<file path="config.mk">
export PLATFORM = sky130hd
export DESIGN_NAME = wp_ctrl_unit
export DESIGN_NICKNAME = d
export VERILOG_FILES = /design/src/rtl/wpc_pkg.sv /design/src/rtl/wpc_decode.sv /design/src/rtl/wpc_txn.sv /design/src/rtl/wpc_busy.sv /design/src/rtl/wpc_state.sv /design/src/rtl/wp_ctrl_unit.sv
export SDC_FILE = /design/constraint.sdc
export NUM_CORES = 1
export LEC_CHECK = 0
export ABC_AREA = 1
export BUFFER_PORTS_ARGS = -buffer_cell sky130_fd_sc_hd__buf_2
export CAP_MARGIN = 15
export CORE_ASPECT_RATIO = 2
export CORE_MARGIN = 1
export CORE_UTILIZATION = 40
export DETAILED_ROUTE_END_ITERATION = 16
export PLACE_DENSITY = 0.68
export SYNTH_ARGS = -nofsm -noshare
export SYNTH_HDL_FRONTEND = slang
export SYNTH_SLANG_ARGS = --single-unit
</file>
<file path="constraint.sdc">
create_clock -name clk -period 1.5 [get_ports clk]
set_clock_uncertainty 0.05 [all_clocks]
set_input_delay 0.3 -clock clk [delete_from_list [all_inputs] [get_ports clk]]
set_output_delay 0.3 -clock clk [all_outputs]
set_load 0.02 [all_outputs]
</file>
<file path="src/rtl/wpc_pkg.sv">
// Shared types and constants for the write-protect control register unit.
package wpc_pkg;

    // Register operations recorded from an acknowledged register byte.
    typedef enum logic [2:0] {
        OP_NOP,
        OP_CLR,
        OP_SETWEL,
        OP_SETRWEL,
        OP_ABORT,
        OP_COMMIT
    } reg_op_e;

    // Bit positions inside the register byte (fixed: the master decodes them).
    localparam int unsigned B_WPEN = 7;
    localparam int unsigned B_BP1  = 4;
    localparam int unsigned B_BP0  = 3;
    localparam int unsigned B_RWEL = 2;
    localparam int unsigned B_WEL  = 1;
    localparam int unsigned B_BP2  = 0;

    localparam logic [7:0] EN_WEL_BYTE  = 8'h02;
    localparam logic [7:0] EN_BOTH_BYTE = 8'h06;

    // Committed protection fields.
    typedef struct packed {
        logic wpen;
        logic bp2;
        logic bp1;
        logic bp0;
    } prot_t;

    // Pull the protection fields out of a written byte.
    function automatic prot_t prot_from_byte(input logic [7:0] b);
        prot_t p;
        p.wpen = b[B_WPEN];
        p.bp2  = b[B_BP2];
        p.bp1  = b[B_BP1];
        p.bp0  = b[B_BP0];
        return p;
    endfunction

    // Assemble the readable register byte.
    function automatic logic [7:0] reg_byte(input prot_t p, input logic wel, input logic rwel);
        logic [7:0] b;
        b         = 8'h00;
        b[B_WPEN] = p.wpen;
        b[B_BP1]  = p.bp1;
        b[B_BP0]  = p.bp0;
        b[B_RWEL] = rwel;
        b[B_WEL]  = wel;
        b[B_BP2]  = p.bp2;
        return b;
    endfunction

endpackage

</file>
<file path="src/rtl/wpc_decode.sv">
// Byte classifier: decides the acknowledge for a received byte and, for a
// register byte, which register operation it requests.
// Assumes the caller qualifies the outputs with the byte-valid strobe.
module wpc_decode
    import wpc_pkg::*;
(
    input  logic       is_reg,
    input  logic [7:0] data,
    input  logic       wel,
    input  logic       rwel,
    input  logic       busy,
    input  logic       taken,
    output logic       ack,
    output reg_op_e    op
);

    // Acknowledge policy: never when busy, one register byte per transaction.
    always_comb begin
        if (busy) begin
            ack = 1'b0;
        end else if (is_reg) begin
            ack = !taken && (wel || (data == EN_WEL_BYTE));
        end else begin
            ack = wel;
        end
    end

    // Operation selection from the byte pattern and the current latch state.
    always_comb begin
        if (!data[B_WEL]) begin
            op = OP_CLR;
        end else if (rwel) begin
            op = data[B_RWEL] ? OP_ABORT : OP_COMMIT;
        end else if (data == EN_WEL_BYTE) begin
            op = OP_SETWEL;
        end else if (data == EN_BOTH_BYTE) begin
            op = OP_SETRWEL;
        end else begin
            op = OP_NOP;
        end
    end

endmodule

</file>
<file path="src/rtl/wpc_txn.sv">
// Transaction tracker: remembers whether a register byte was already taken in
// the current transaction and holds the pending operation until the stop.
// Assumes start, stop and byte strobes are never raised in the same cycle.
module wpc_txn
    import wpc_pkg::*;
(
    input  logic    clk,
    input  logic    rst_n,
    input  logic    start,
    input  logic    stop,
    input  logic    reg_take,
    input  reg_op_e op_in,
    input  prot_t   prot_in,
    output logic    taken,
    output logic    apply,
    output reg_op_e pend_op,
    output prot_t   pend_prot
);

    logic pend_valid;

    // Capture the first acknowledged register byte; clear on start or stop.
    always_ff @(posedge clk) begin
        if (!rst_n) begin
            taken      <= 1'b0;
            pend_valid <= 1'b0;
            pend_op    <= OP_NOP;
            pend_prot  <= '0;
        end else if (start || stop) begin
            taken      <= 1'b0;
            pend_valid <= 1'b0;
        end else if (reg_take) begin
            taken      <= 1'b1;
            pend_valid <= 1'b1;
            pend_op    <= op_in;
            pend_prot  <= prot_in;
        end
    end

    // The pending operation fires on the stop.
    assign apply = stop && pend_valid;

    // a taken transaction never records a second register byte.
    a_r5_single_take: assert property (@(posedge clk) disable iff (!rst_n)
        (taken && !start && !stop) |=> taken && $stable(pend_op));

    // a start drops anything pending.
    a_r6_start_drops: assert property (@(posedge clk) disable iff (!rst_n)
        start |=> !taken);

endmodule

</file>
<file path="src/rtl/wpc_busy.sv">
// Programming timer: counts the modelled nonvolatile write interval.
// Assumes CYC >= 1 and that a new start only arrives while idle.
module wpc_busy #(
    parameter int unsigned CYC = 20
) (
    input  logic clk,
    input  logic rst_n,
    input  logic go,
    output logic busy,
    output logic done
);

    localparam int unsigned CW = $clog2(CYC + 1);

    logic [CW-1:0] cnt;

    // Load on go, count down to zero.
    always_ff @(posedge clk) begin
        if (!rst_n) begin
            cnt <= '0;
        end else if (go) begin
            cnt <= CW'(CYC);
        end else if (cnt != '0) begin
            cnt <= cnt - 1'b1;
        end
    end

    assign busy = (cnt != '0);
    assign done = (cnt == CW'(1));

    // programming begins in the cycle after go.
    a_r7_go_busy: assert property (@(posedge clk) disable iff (!rst_n)
        go |=> busy);

    // busy cannot drop before the final count.
    a_r7_no_early_end: assert property (@(posedge clk) disable iff (!rst_n)
        (busy && !done) |=> busy);

endmodule

</file>
<file path="src/rtl/wpc_state.sv">
// Latch and protect-bit store: holds the two volatile enable latches, the
// staged commit value and the committed protection fields.
// Assumes apply is a single-cycle strobe and done follows a commit.
module wpc_state
    import wpc_pkg::*;
(
    input  logic    clk,
    input  logic    rst_n,
    input  logic    apply,
    input  reg_op_e op,
    input  prot_t   prot_in,
    input  logic    done,
    output logic    wel,
    output logic    rwel,
    output prot_t   prot,
    output logic    commit_go
);

    prot_t stage;

    assign commit_go = apply && (op == OP_COMMIT);

    // Volatile latch updates on stop and at the end of programming.
    always_ff @(posedge clk) begin
        if (!rst_n) begin
            wel  <= 1'b0;
            rwel <= 1'b0;
        end else if (done) begin
            wel  <= 1'b0;
            rwel <= 1'b0;
        end else if (apply) begin
            unique case (op)
                OP_CLR:     begin wel <= 1'b0; rwel <= 1'b0; end
                OP_SETWEL:  wel  <= 1'b1;
                OP_SETRWEL: rwel <= 1'b1;
                OP_ABORT:   rwel <= 1'b0;
                default:    ;
            endcase
        end
    end

    // Stage the commit value on stop; copy it to the committed bits when done.
    always_ff @(posedge clk) begin
        if (!rst_n) begin
            stage <= '0;
            prot  <= '0;
        end else begin
            if (commit_go) begin
                stage <= prot_in;
            end
            if (done) begin
                prot <= stage;
            end
        end
    end

    // the end of programming clears both latches.
    a_r7_done_clears: assert property (@(posedge clk) disable iff (!rst_n)
        done |=> (!wel && !rwel));

    // a clear byte drops both latches.
    a_r9_clear: assert property (@(posedge clk) disable iff (!rst_n)
        (apply && op == OP_CLR) |=> (!wel && !rwel));

    // the enable byte sets the write enable.
    a_r3_set_wel: assert property (@(posedge clk) disable iff (!rst_n)
        (apply && op == OP_SETWEL && !done) |=> wel);

    // an abort leaves the committed bits alone.
    a_r8_abort_keeps: assert property (@(posedge clk) disable iff (!rst_n)
        (apply && op == OP_ABORT && !done) |=> ($stable(prot) && !rwel));

endmodule

</file>
<file path="src/rtl/wp_ctrl_unit.sv">
// Write-protect control register unit: top level. Classifies each received
// byte, tracks the transaction, updates the enable latches and protect bits,
// runs the programming timer and serves register reads.
// Assumes the front end raises at most one event per cycle.
module wp_ctrl_unit
    import wpc_pkg::*;
#(
    parameter int unsigned AW       = 16,
    parameter int unsigned BUSY_CYC = 20
) (
    input  logic          clk,
    input  logic          rst_n,
    input  logic          start_i,
    input  logic          stop_i,
    input  logic          wr_byte_i,
    input  logic [7:0]    wr_data_i,
    input  logic          rd_req_i,
    input  logic [AW-1:0] addr_i,
    output logic          wr_ack_o,
    output logic          array_we_o,
    output logic          rd_hit_o,
    output logic [7:0]    rd_data_o,
    output logic          addr_zero_o,
    output logic          busy_o,
    output logic          wel_o,
    output logic          rwel_o,
    output logic          wpen_o,
    output logic [2:0]    bp_o
);

    localparam logic [AW-1:0] REG_ADDR = '1;

    logic    is_reg;
    logic    dec_ack;
    reg_op_e dec_op;
    logic    taken;
    logic    apply;
    reg_op_e pend_op;
    prot_t   pend_prot;
    logic    wel;
    logic    rwel;
    prot_t   prot;
    logic    commit_go;
    logic    busy;
    logic    done;
    logic    reg_take;
    logic    rd_take;

    assign is_reg   = (addr_i == REG_ADDR);
    assign reg_take = wr_byte_i && is_reg && dec_ack;
    assign rd_take  = rd_req_i && is_reg && !busy;

    wpc_decode i_decode (
        .is_reg (is_reg),
        .data   (wr_data_i),
        .wel    (wel),
        .rwel   (rwel),
        .busy   (busy),
        .taken  (taken),
        .ack    (dec_ack),
        .op     (dec_op)
    );

    wpc_txn i_txn (
        .clk       (clk),
        .rst_n     (rst_n),
        .start     (start_i),
        .stop      (stop_i),
        .reg_take  (reg_take),
        .op_in     (dec_op),
        .prot_in   (prot_from_byte(wr_data_i)),
        .taken     (taken),
        .apply     (apply),
        .pend_op   (pend_op),
        .pend_prot (pend_prot)
    );

    wpc_state i_state (
        .clk       (clk),
        .rst_n     (rst_n),
        .apply     (apply),
        .op        (pend_op),
        .prot_in   (pend_prot),
        .done      (done),
        .wel       (wel),
        .rwel      (rwel),
        .prot      (prot),
        .commit_go (commit_go)
    );

    wpc_busy #(.CYC(BUSY_CYC)) i_busy (
        .clk   (clk),
        .rst_n (rst_n),
        .go    (commit_go),
        .busy  (busy),
        .done  (done)
    );

    // Register the per-event responses to the front end.
    always_ff @(posedge clk) begin
        if (!rst_n) begin
            wr_ack_o    <= 1'b0;
            array_we_o  <= 1'b0;
            rd_hit_o    <= 1'b0;
            rd_data_o   <= 8'h00;
            addr_zero_o <= 1'b0;
        end else begin
            wr_ack_o    <= wr_byte_i && dec_ack;
            array_we_o  <= wr_byte_i && dec_ack && !is_reg;
            rd_hit_o    <= rd_take;
            rd_data_o   <= rd_take ? reg_byte(prot, wel, rwel) : 8'h00;
            addr_zero_o <= rd_take || done;
        end
    end

    assign busy_o = busy;
    assign wel_o  = wel;
    assign rwel_o = rwel;
    assign wpen_o = prot.wpen;
    assign bp_o   = {prot.bp2, prot.bp1, prot.bp0};

    // no acknowledge without the write enable, except the enable byte.
    a_r2_no_ack_locked: assert property (@(posedge clk) disable iff (!rst_n)
        (wr_byte_i && !wel && !(is_reg && wr_data_i == EN_WEL_BYTE)) |=> !wr_ack_o);

    // nothing is acknowledged while programming.
    a_r10_busy_nack: assert property (@(posedge clk) disable iff (!rst_n)
        (wr_byte_i && busy) |=> (!wr_ack_o && !array_we_o));

    // reads are not served while programming.
    a_r10_busy_noread: assert property (@(posedge clk) disable iff (!rst_n)
        (rd_req_i && busy) |=> !rd_hit_o);

    // a register read always zeroes the address counter.
    a_r11_read_zero: assert property (@(posedge clk) disable iff (!rst_n)
        rd_hit_o |-> addr_zero_o);

    // a second register byte in one transaction is refused.
    a_r5_second_nack: assert property (@(posedge clk) disable iff (!rst_n)
        (wr_byte_i && is_reg && taken) |=> !wr_ack_o);

endmodule

</file>
==> results.yml, run 1 <==
status:
  status: "finished, final reports clean"
critical_path:
  crit_fanout: 6
  required_ns: 1.15
  setup.worst_path.class: "register to output pin"
  reg2reg_to: "i_busy.cnt[4]"
  rr_startpoint: "i_busy.cnt[1]"
  r2r_slack_ns: 0.10
  critPathCaptureType: "output pin"
  worst_ep_arrival_time_ns: 1.11
  start_kind: "register"
  rr_worst_depth: 9
timing:
  timing_hold_violations_final: 0
  rsz0062_at_grt: "yes"
  fin_crit_ns: 1.46
  fmax_mhz: 687
  finalMaxSlewViolations: 0
  period_share_pct: 97.0
  setup_ws_ns: 0.0447
  setup_viol: 0
global_route:
  grt_remaining_overflow: 0
  antenna_found_initial: 0
  grt.total_usage_pct: 18.4
  grt_pass1_vias: 1351
  grt_max_degree: 15
  grt_first_pass_wirelength_mm: 5.37
drt:
  routed_via_density: 4.51
  wl_mm: 3.24
  drt_pass1_iterations: 4
  num_vias: 1493
  drt_iter0_drc: 22
  route.antenna.remaining_nets: 0
  wl_per_cell_um: 9.78
  drc_errors: 0
floorplan:
  die_x_um: 45.3
  die-height_um: 88.6
  rows: 31
  start_util_pct: 41.6
  core_area_um2: 3610
  dieArea_um2: 4010
  ioPinCount: 49
synthesis:
  synth.area.top_cells: "dfxtp_1 44%, nand2_1 12%, nor2_1 10%"
  yosysSeqAreaShare_pct: 44.0
  syn_inst: 208
  avgSynthCellArea_um2: 7.21
  netlist.area_leader.share_pct: 44.0
  synth_area_um2: 1500
  ys_ff_latch: 33
  synth_warnings: 0
  yosysTopAreaCell: "dfxtp_1"
  ys_types: 25
job:
  maxCapViolations: 0
worst_hold_path:
  min_path_type: "input pin to register"
  hp-start: "wr_data_i[3]"
  min_to: "i_txn.pend_prot[0]"
  hold-path-cell-count: 3
layout:
  drive_gt1_share_pct: 31.9
  layout.nets: 314
  fin_area_um2: 2100
  antenna_cells: 0
  synthToLayoutAreaGrowth_pct: 40.0
clocking:
  cts_made_buffers: 5
  htreeDepth: 2
  clk_latency_ns: 0.28
  ctsHoldBuffers: 0
  cts_tree: "done"
  clock_sinks: 33
  cts_root_buf: "clkbuf_8"
  cts_buffer_depth: 2
  cts.reportedPaths.clkPinSlew_ns: 0.07
power_and_ir_drop:
  p_leak_nw: 1.06
  total_power_mw: 2.71
  power_density_nw_per_um2: 1290
  ir_drop_uv: 804
place:
  pre_cts_slack_ns: -0.0526
  numPortBuffers: 46
  place_area_um2: 1910
  hpwlAfterDp_mm: 2.57
  routabilityCongestion: 0.834
==> cell families after synthesis <==
kind of cell,after synthesis,share of synthesized area [%]
adders and majority gates,3,2.50
xor gates and xnor gates,2,1.17
other,1,0.250
DFF,33,44.0
AOI/OAI and AO/OA,24,9.17
and+or+nand+nor,108,31.4
buffers and inverters,37,11.4
==> worst max-delay path by stage <==
stage,startpoint,endpoint,slack [ns],depth (start not counted)
2_1_floorplan,i_busy.cnt[0],i_txn.pend_op[1],0.01,8
3_3_place_gp,addr_i[1],rd_data_o[4],-0.05,9
3_5_place_dp,addr_i[13],rd_data_o[4],-0.05,9
4_1_cts,i_busy.cnt[1],busy_o,0.0006,4
5_1_grt,i_busy.cnt[1],busy_o,-0.002,4
6_report,i_busy.cnt[1],busy_o,0.04,4
==> state kept, by name, summed over array words and instances, names as in the netlist <==
signal           flops
rd_data_o            6
i_state.wel          1
array_we_o           1
i_txn.pend_prot      4
i_txn.taken          1
i_state.stage        4
i_state.rwel         1
wr_ack_o             1
addr_zero_o          1
i_state.prot         4
rd_hit_o             1
i_txn.pend_op        3
i_busy.cnt           5
==> what timing repair did <==
action                                  4_1_cts  5_1_grt
gates resized for setup                       5        7
pin swaps                                     1        1
buffers inserted                              2        3
endpoints found under the setup margin        9       13
cloned                                        0        0
==> critical path, stage by stage, from the launching register on <==
cell and delay (ns):
dfxtp_2 0.32, inv_2 0.07, ha_4 0.14, nand3_4 0.12, buf_6 0.16
==> where the power goes <==
part	leakage, nW	internal (mW)	switching (mW)	total, mW
registers	0.267	0.937	0.0400	0.977
clock network	0.0585	0.541	0.317	0.858
logic	0.730	0.439	0.438	0.877
total	1.06	1.92	0.795	2.71
==> layout make-up <==
type | instances | area, µm²
clock buffers | 7 | 86.3
clock inverters | 1 | 30.0
fillers | 374 | 1510
inverters | 32 | 120
multi-input cells | 139 | 711
flip-flops and latches | 33 | 663
well taps | 49 | 61.3
repair buffers | 70 | 429
==> synthesized netlist by cell type <==
cell type / number
a21oi_1: 9
nor2_1: 40
nor3b_2: 1
a21oi_2: 1
nor2_4: 1
a21boi_0: 1
ha_1: 3
nor3_1: 5
conb_1: 1
a211oi_1: 2
nand3_4: 1
a31oi_1: 1
inv_1: 32
o22ai_1: 4
nand4_2: 1
clkbuf_8: 1
dfxtp_1: 33
buf_4: 2
nand2_1: 48
nand3_1: 5
nand4_1: 6
xor2_1: 1
xnor2_1: 1
buf_6: 2
o21ai_0: 6
==> layout by cell type, fill, tap and decap left out, types with 2 or more instances in the layout <==
| master | instances |
|---|---|
| a211oi_1 | 2 |
| a21oi_1 | 9 |
| buf_2 | 45 |
| buf_4 | 23 |
| clkbuf_8 | 6 |
| conb_1 | 2 |
| dfxtp_1 | 31 |
| dfxtp_2 | 2 |
| inv_1 | 30 |
| inv_2 | 2 |
| nand2_1 | 47 |
| nand3_1 | 5 |
| nand4_1 | 6 |
| nor2_1 | 40 |
| nor3_1 | 4 |
| o21ai_0 | 6 |
| o22ai_1 | 4 |
==> metal layers <==
| layer | GRT usage, % | part of all wire, % | routed length [µm] |
|---|---|---|---|
| met5 | 0 | 0 | 0 |
| met4 | 9.92 | 2.8 | 91 |
| met3 | 4.29 | 3.1 | 100 |
| met2 | 35.3 | 57 | 1850 |
| met1 | 16.5 | 37 | 1200 |
==> metrics by stage <==
step | hold slack [ns] | setup TNS [ns] | std cells | util, %
2_1_floorplan | 0.379 | 0 | 209 | -
3_3_place_gp | 0.393 | -0.210 | 319 | 53.1
3_5_place_dp | 0.389 | -0.324 | 319 | 53.1
4_1_cts | 0.212 | 0 | 328 | 57.0
5_1_grt | 0.232 | -0.00160 | 331 | 58.2
6_report | 0.211 | 0 | 331 | 58.2
Power figures use the tool's default switching activity.
==> inputs of run 2 (changes only) <==
CORE_MARGIN = 2   (was 1)
PLACE_DENSITY = 0.65   (was 0.68)
clock period = 1.54 ns   (was 1.5 ns; I/O delays follow)
==> run 2 against run 1 <==
Final cell count fell by 4.2%. Sequential cell count did not move. Count of clock-buffer cells in the layout fell by 2. Highest routed layer unchanged. Critical path depth did not move. Critical endpoint unchanged. Combinational power fell by 25%. Sequential share of layout area rose by 1.8 points. Sequential power fell by 2.5%. Die area rose by 6.8%. Non-clock buffer count fell by 14.
==> results.yml, run 2 (synthesis results as in run 1) <==
critical_path:
  start_kind: "register"
  crit_fanout: 7
  worstSetupStartpoint: "i_busy.cnt[1]"
  rr_startpoint: "i_busy.cnt[1]"
  worst_ep_arrival_time_ns: 1.14
  required_ns: 1.18
  critPathCaptureType: "output pin"
  setup.worst_path.class: "register to output pin"
place:
  numPortBuffers: 46
  routabilityCongestion: 0.791
  place_area_um2: 1830
  hpwlAfterDp_mm: 2.55
  place_inst: 309
  pre_cts_slack_ns: 0.00903
worst_hold_path:
  min_path_type: "input pin to register"
  hp-start: "wr_data_i[4]"
layout:
  top_regs: "rd_data_o x6, i_busy.cnt x5"
  final_cell_mix: "48 x nand2_1, 45 x buf_2, 40 x nor2_1, 32 x dfxtp_1, 30 x inv_1"
  largest-register: "rd_data_o"
  antenna_cells: 0
  fin_cells: 317
  multiInputGateArea_um2: 684
  seqCellArea_um2: 662
  synthToLayoutAreaGrowth_pct: 32.1
  fill_cells: 377
  largest_reg_flops: 6
  layout.nets: 300
  final_common_cell: "nand2_1"
  fin_area_um2: 1980
  postLayoutCoreUtil_pct: 54.9
  drive_gt1_share_pct: 27.2
power_and_ir_drop:
  power_density_nw_per_um2: 1300
  ir_drop_uv: 627
  p_leak_nw: 0.996
clocking:
  ctsHoldBuffers: 0
  cts_tree: "done"
  clk_latency_ns: 0.29
  cts_buffer_depth: 2
  clock_sinks: 33
  cts.reportedPaths.clkPinSlew_ns: 0.07
  cts_root_buf: "clkbuf_8"
  post_cts_buffers: 0
  cts_made_buffers: 5
  htreeDepth: 2
timing:
  fin_crit_ns: 1.50
  setup_ws_ns: 0.0446
  setup_viol: 0
  period_share_pct: 97.1
  setup_tns_ns: 0
  timing_hold_violations_final: 0
  rsz0062_at_grt: "yes"
  fmax_mhz: 669
  finalMaxSlewViolations: 0
drt:
  wl_per_cell_um: 9.82
  routed_via_density: 4.57
  route.antenna.remaining_nets: 0
  wl_mm: 3.11
  drc_errors: 0
  drt_pass1_iterations: 4
  num_vias: 1449
  drt_iter0_drc: 9
global_route:
  grt_remaining_overflow: 0
  grt.total_usage_pct: 17.3
  grt_pass1_vias: 1373
  grt_max_degree: 15
  antenna_found_initial: 0
  grt_first_pass_wirelength_mm: 5.51
floorplan:
  rows: 31
  core_area_um2: 3610
  ioPinCount: 49
  start_util_pct: 41.6
  die-height_um: 90.6
  dieArea_um2: 4290
  die_x_um: 47.3
job:
  maxCapViolations: 0
status:
  status: "finished, final reports clean"
[run 2: final cells by class]
type / instances / area share [%]
Clock buffer: 5 / 3.47
Clock inverter: 3 / 3.28
Inverter: 32 / 6.06
Multi-Input combinational cell: 139 / 34.5
Sequential cell: 33 / 33.4
Tap cell: 49 / 3.09
Timing Repair Buffer: 56 / 16.2
[run 2: what timing repair did]
item / CTS / global route
setup endpoints to repair: 3 / 3
resized for setup: 5 / 1
cloned: 0 / 0
[run 2: path summary, 6_finish.rpt]
check,to,slack (ns),cells after the start
worst min register to register,rd_data_o[7],0.40,2
worst min-delay path,i_txn.pend_prot[1],0.21,3
worst max-delay path,busy_o,0.04,4
worst max register to register,i_txn.pend_prot[2],0.11,8
[run 2: through the flow]
stage | power [mW] | hold slack [ns]
after floorplan | 1.38 | 0.379
after CTS | 2.61 | 0.203
after global placement | 1.58 | 0.393
final | 2.57 | 0.208
after detailed placement | 1.59 | 0.391
after global routing | 2.71 | 0.209
[run 2: critical path, cell delays in order, from the launching register on]
cell,delay (ns)
dfxtp_2,0.33
inv_2,0.08
ha_4,0.14
nand3_4,0.11
buf_4,0.18
[run 2: power by group]
group	internal (mW)	switching (mW)	total (mW)
sequential	0.910	0.0425	0.953
combinational	0.293	0.364	0.657
clock	0.643	0.322	0.965
total	1.85	0.728	2.57
[run 2: layer usage]
metal	vias up	track usage (%)	share of wire [%]
met1	647	16.4	35
met3	9	1.80	3.3
met4	0	12.0	4.0
li1	760	-	-
met2	33	30.7	58
met5	-	0	0
